--- config.mk ---
export PLATFORM = sky130hd
export DESIGN_NAME = armed_watchdog
export DESIGN_NICKNAME = d
export VERILOG_FILES = /design/src/rtl/wdg_pkg.sv /design/src/rtl/wdg_rst_sync.sv /design/src/rtl/wdg_unlock.sv /design/src/rtl/wdg_counter.sv /design/src/rtl/wdg_pulse.sv /design/src/rtl/armed_watchdog.sv
export SDC_FILE = /design/constraint.sdc
export NUM_CORES = 1
export LEC_CHECK = 0
export ABC_AREA = 0
export BUFFER_PORTS_ARGS = -buffer_cell sky130_fd_sc_hd__buf_2
export CAP_MARGIN = 0
export CORE_ASPECT_RATIO = 1.2
export CORE_UTILIZATION = 59
export DETAILED_ROUTE_END_ITERATION = 10
export HOLD_SLACK_MARGIN = 0.15
export PLACE_DENSITY_LB_ADDON = 0.3
export REMOVE_ABC_BUFFERS = 1
export SLEW_MARGIN = 20
export SYNTH_ARGS = -nofsm -noshare
export SYNTH_HDL_FRONTEND = slang
export SYNTH_HIERARCHICAL = 1
export SYNTH_SLANG_ARGS = --single-unit
--- constraint.sdc ---
create_clock -name clk_i -period 3.8 [get_ports clk_i]
set_input_delay 0.57 -clock clk_i [delete_from_list [all_inputs] [get_ports clk_i]]
set_output_delay 0.57 -clock clk_i [all_outputs]
set_load 0.03 [all_outputs]
--- src/rtl/wdg_pkg.sv ---
package wdg_pkg;
  // Key detector state: waiting for the first byte or the second.
  typedef enum logic {
    KEY_WAIT_FIRST  = 1'b0,
    KEY_WAIT_SECOND = 1'b1
  } key_state_e;
endpackage

--- src/rtl/wdg_rst_sync.sv ---
module wdg_rst_sync #(
  parameter int STAGES = 2
) (
  input  logic clk_i,
  input  logic rst_ni,
  output logic rst_no
);
  logic [STAGES-1:0] sync_q;

  always_ff @(posedge clk_i or negedge rst_ni) begin
    if (!rst_ni) sync_q <= '0;
    else         sync_q <= {sync_q[STAGES-2:0], 1'b1};
  end

  assign rst_no = sync_q[STAGES-1];
endmodule

--- src/rtl/wdg_unlock.sv ---
module wdg_unlock
  import wdg_pkg::*;
#(
  parameter int              ADDR_W    = 8,
  parameter int              DATA_W    = 8,
  parameter logic [ADDR_W-1:0] KEY_ADDR  = 8'hA6,
  parameter logic [DATA_W-1:0] KEY_FIRST = 8'h1E,
  parameter logic [DATA_W-1:0] KEY_SECOND = 8'hE1
) (
  input  logic              clk_i,
  input  logic              rst_ni,
  input  logic              wr_i,
  input  logic [ADDR_W-1:0] addr_i,
  input  logic [DATA_W-1:0] data_i,
  input  logic              clear_i,
  output logic              kick_o
);
  key_state_e state_q, state_d;
  logic       hit;

  assign hit    = wr_i && (addr_i == KEY_ADDR);
  assign kick_o = hit && (state_q == KEY_WAIT_SECOND) && (data_i == KEY_SECOND);

  always_comb begin
    state_d = state_q;
    if (clear_i) begin
      state_d = KEY_WAIT_FIRST;
    end else if (hit) begin
      unique case (state_q)
        KEY_WAIT_FIRST:  state_d = (data_i == KEY_FIRST) ? KEY_WAIT_SECOND : KEY_WAIT_FIRST;
        KEY_WAIT_SECOND: state_d = KEY_WAIT_FIRST;
        default:         state_d = KEY_WAIT_FIRST;
      endcase
    end
  end

  always_ff @(posedge clk_i or negedge rst_ni) begin
    if (!rst_ni) state_q <= KEY_WAIT_FIRST;
    else         state_q <= state_d;
  end
endmodule

--- src/rtl/wdg_counter.sv ---
module wdg_counter #(
  parameter int CNT_W = 14
) (
  input  logic             clk_i,
  input  logic             rst_ni,
  input  logic             tick_i,
  input  logic             kick_i,
  output logic             armed_o,
  output logic [CNT_W-1:0] cnt_o,
  output logic             ovf_o
);
  localparam logic [CNT_W-1:0] CNT_MAX = {CNT_W{1'b1}};

  logic             armed_q, armed_d;
  logic [CNT_W-1:0] cnt_q, cnt_d;

  assign ovf_o = armed_q && tick_i && (cnt_q == CNT_MAX) && !kick_i;

  always_comb begin
    armed_d = armed_q;
    cnt_d   = cnt_q;
    if (kick_i) begin
      armed_d = 1'b1;
      cnt_d   = '0;
    end else if (ovf_o) begin
      armed_d = 1'b0;
      cnt_d   = '0;
    end else if (armed_q && tick_i) begin
      cnt_d   = cnt_q + CNT_W'(1);
    end
  end

  always_ff @(posedge clk_i or negedge rst_ni) begin
    if (!rst_ni) begin
      armed_q <= 1'b0;
      cnt_q   <= '0;
    end else begin
      armed_q <= armed_d;
      cnt_q   <= cnt_d;
    end
  end

  assign armed_o = armed_q;
  assign cnt_o   = cnt_q;
endmodule

--- src/rtl/wdg_pulse.sv ---
module wdg_pulse #(
  parameter int PULSE_LEN = 98
) (
  input  logic clk_i,
  input  logic rst_ni,
  input  logic fire_i,
  input  logic inhibit_i,
  output logic pulse_o
);
  localparam int LW = $clog2(PULSE_LEN + 1);

  logic [LW-1:0] remain_q, remain_d;

  always_comb begin
    remain_d = remain_q;
    if (fire_i && !inhibit_i)  remain_d = LW'(PULSE_LEN);
    else if (remain_q != '0)   remain_d = remain_q - LW'(1);
  end

  always_ff @(posedge clk_i or negedge rst_ni) begin
    if (!rst_ni) remain_q <= '0;
    else         remain_q <= remain_d;
  end

  assign pulse_o = (remain_q != '0);
endmodule

--- src/rtl/armed_watchdog.sv ---
module armed_watchdog #(
  parameter int                ADDR_W      = 8,
  parameter int                DATA_W      = 8,
  parameter int                CNT_W       = 14,
  parameter int                PULSE_LEN   = 98,
  parameter int                SYNC_STAGES = 2,
  parameter logic [ADDR_W-1:0] KEY_ADDR    = 8'hA6,
  parameter logic [DATA_W-1:0] KEY_FIRST   = 8'h1E,
  parameter logic [DATA_W-1:0] KEY_SECOND  = 8'hE1
) (
  input  logic              clk_i,
  input  logic              rst_ni,
  input  logic              mc_en_i,
  input  logic              bus_wr_i,
  input  logic [ADDR_W-1:0] bus_addr_i,
  input  logic [DATA_W-1:0] bus_wdata_i,
  input  logic              rst_out_inhibit_i,
  output logic              rst_out_o
);
  logic             rst_n_sync;
  logic             kick;
  logic             ovf;
  logic             armed;
  logic [CNT_W-1:0] cnt;

  wdg_rst_sync #(.STAGES(SYNC_STAGES)) u_rst_sync (
    .clk_i  (clk_i),
    .rst_ni (rst_ni),
    .rst_no (rst_n_sync)
  );

  wdg_unlock #(
    .ADDR_W    (ADDR_W),
    .DATA_W    (DATA_W),
    .KEY_ADDR  (KEY_ADDR),
    .KEY_FIRST (KEY_FIRST),
    .KEY_SECOND(KEY_SECOND)
  ) u_unlock (
    .clk_i  (clk_i),
    .rst_ni (rst_n_sync),
    .wr_i   (bus_wr_i),
    .addr_i (bus_addr_i),
    .data_i (bus_wdata_i),
    .clear_i(ovf),
    .kick_o (kick)
  );

  wdg_counter #(.CNT_W(CNT_W)) u_counter (
    .clk_i  (clk_i),
    .rst_ni (rst_n_sync),
    .tick_i (mc_en_i),
    .kick_i (kick),
    .armed_o(armed),
    .cnt_o  (cnt),
    .ovf_o  (ovf)
  );

  wdg_pulse #(.PULSE_LEN(PULSE_LEN)) u_pulse (
    .clk_i    (clk_i),
    .rst_ni   (rst_n_sync),
    .fire_i   (ovf),
    .inhibit_i(rst_out_inhibit_i),
    .pulse_o  (rst_out_o)
  );
endmodule

==> out/metrics.yaml <==
clocking:
  clock_sinks: 25
  cts_hold_buf: 1
  ctsRootBufferMaster: "clkbuf_4"
  htreeDepth: 1
  cts_buffers: 3
  insertion_delay_ns: 0.31
  clkTransAtPathRegs_ns: 0.12
  clk_path_buf_depth: 2
  cts_tree: "done"
  post_cts_buffers: 0
  post_cts_resized: 0
critical_path:
  crit_type: "flop to primary output"
  worstPathRequired_ns: 3.23
  start_kind: "flop"
  crit_arrival_ns: 1.87
  worstSetupStartpoint: "u_pulse/remain_q[0]"
  path_max_fanout: 5
  end_kind: "primary output"
  rr_startpoint: "u_counter/cnt_o[4]"
power:
  p_leak_nw: 0.668
  ir_drop_v: 0.000203
  power.density_nw_per_um2: 268
yosys:
  netlist.top_cell.by_area: "dfrtp_1"
  synth-seq-cells: 25
  synthTopCellsByArea: "dfrtp_1 47%, xnor2_1 8.5%, nor2_1 4.8%"
  synth_ff_type: "dfrtp_1"
  seq_area_frac_synth_pct: 46.9
  synthTopCellsByCount: "25 x dfrtp_1, 17 x nor2_1, 13 x xnor2_1"
  synth.avg_cell_area_sq_um: 10.2
  synthArstFlopShare_pct: 100
  synth_warnings: 6
  synth.most_common_cell: "dfrtp_1"
  synth_top_area_share_pct: 46.9
  ys_types: 38
  netlist_area_sq_um: 1330
  synth-edff-count: 0
  syn_inst: 131
global_routing:
  grt_max_degree: 24
  grt_pass1_vias: 990
  grt_use_total_pct: 23.7
  grt_overflow: 0
  antenna_found_initial: 0
  grt_pass1_wl_microns: 4140
die:
  ios: 22
  fp.dieH_microns: 54.1
  dieArea_sq_um: 2450
  die_w_microns: 45.4
  start_util_pct: 63.6
  row_count: 18
  core_sq_um: 2090
flow_run:
  cap_violations: 0
hold_path:
  min_path_type: "flop to flop"
  hold_path_startpoint: "u_rst_sync/sync_q[0]"
detailed_routing:
  antenna_left: 0
  drtIter0Drc: 22
  wl_microns: 2540
  viasPerCell: 5.44
  vias: 1012
  routedWlPerCell_microns: 13.6
  drc: 0
  dr.pass1.iters: 4
sta:
  rsz0062_at_grt: "false"
  maxSlewViolCount: 0
  post-route-period-util_pct: 64.3
  finalCriticalPeriod_ns: 2.44
  setup_viol: 0
  fmax_mhz: 410
  fin_tns_setup_ns: 0
  finClkSkew_ns: 0.00230
  hold_violations: 0
  timing.slew.headroom_pct: 40.0
  tightest_slew_ns: 0.900
finish:
  drive_above_1_share_pct: 23.1
  diodes: 0
  area_growth_pct: 12.0
  finish.utilization_pct: 71.3
  layout.nets: 180
  final_cell_area_sq_um: 1490
placement:
  place.gp.congestion: 0.821
  port_buffers: 21
  hpwlAfterDp_microns: 1990
  placed_area_sq_um: 1460
run_status:
  status: "completed"
[path summary, 6_finish.rpt]
| kind | to | cells past startpoint | slack [ns] |
|---|---|---|---|
| worst max-delay path | rst_out_o | 6 | 1.36 |
| worst min-delay path | u_rst_sync/sync_q[1] | 0 | 0.37 |
| worst max register to register | u_pulse/remain_q[3] | 6 | 1.66 |
| worst min register to register | u_rst_sync/sync_q[1] | 0 | 0.37 |
| max in group asynchronous | u_counter/cnt_o[1] | 0 | 2.87 |
| min in group asynchronous | u_counter/cnt_o[3] | 0 | 0.38 |
[per-stage QoR]
step | hold slack (ns) | std cells | total power, mW | setup slack, ns
after floorplan | 0.274 | 130 | 0.279 | 1.70
after global placement | 0.336 | 181 | 0.292 | 1.53
after detailed placement | 0.338 | 181 | 0.293 | 1.44
after CTS | 0.369 | 186 | 0.407 | 1.35
after global routing | 0.400 | 186 | 0.425 | 1.23
final | 0.365 | 186 | 0.399 | 1.36
[layer usage]
metal,GRT usage (%),vias up,wire length [microns]
met5,0,-,0
met4,10.6,0,29
met3,3.02,4,28
met2,42.4,9,1450
met1,27.7,482,1030
li1,-,517,-
[sequential cells by signal, summed over array words and instances, names as in the netlist]
| signal | flops |
|---|---|
| u_counter/cnt_o | 14 |
| u_rst_sync/sync_q | 2 |
| u_pulse/remain_q | 7 |
| u_unlock/state_q | 1 |
| u_counter/armed_o | 1 |
[worst max-delay path: stages, from the launching register on]
cell     delay [ns]
dfrtp_1        0.42
inv_1          0.08
ha_1           0.21
or3b_1         0.41
nor2_2         0.19
inv_1          0.07
buf_2          0.18
[cell families after synthesis]
group	Yosys count	share of synthesized area, %
other	1	0.281
xor gates and xnor gates	14	9.20
adders and majority gates	2	1.88
AOI/OAI and AO/OA	8	3.85
buffers and inverters	7	3.19
DFF	25	46.9
muxes	1	0.751
and+or+nand+nor	73	33.9
[power by group]
group          internal (mW)  switching, mW  total, mW  leakage, nW
clock                 0.0393         0.0717      0.111       0.0177
combinational         0.0103        0.00652     0.0168        0.325
sequential             0.267        0.00459      0.272        0.326
total                  0.317         0.0828      0.399        0.668
[cell usage in the layout, fill, tap and decap left out, types with 3 or more instances in the layout]
| master | count |
|---|---|
| nor2_1 | 17 |
| inv_1 | 6 |
| nand4_1 | 4 |
| clkbuf_4 | 3 |
| nor4_1 | 7 |
| nor3_1 | 9 |
| xnor2_1 | 13 |
| nand2b_1 | 3 |
| nand2_1 | 7 |
| buf_2 | 21 |
| dfrtp_1 | 25 |
| nand3_1 | 7 |
[final cells by class]
type / count / area, sq um
multi-input combinational: 99 / 664
sequential: 25 / 626
fill: 161 / 602
timing repair buffer: 22 / 115
tap: 30 / 37.5
clock buffer: 3 / 22.5
inverter: 6 / 22.5
clock inverter: 1 / 5.00
No activity file was read; power rests on OpenSTA's default activity.
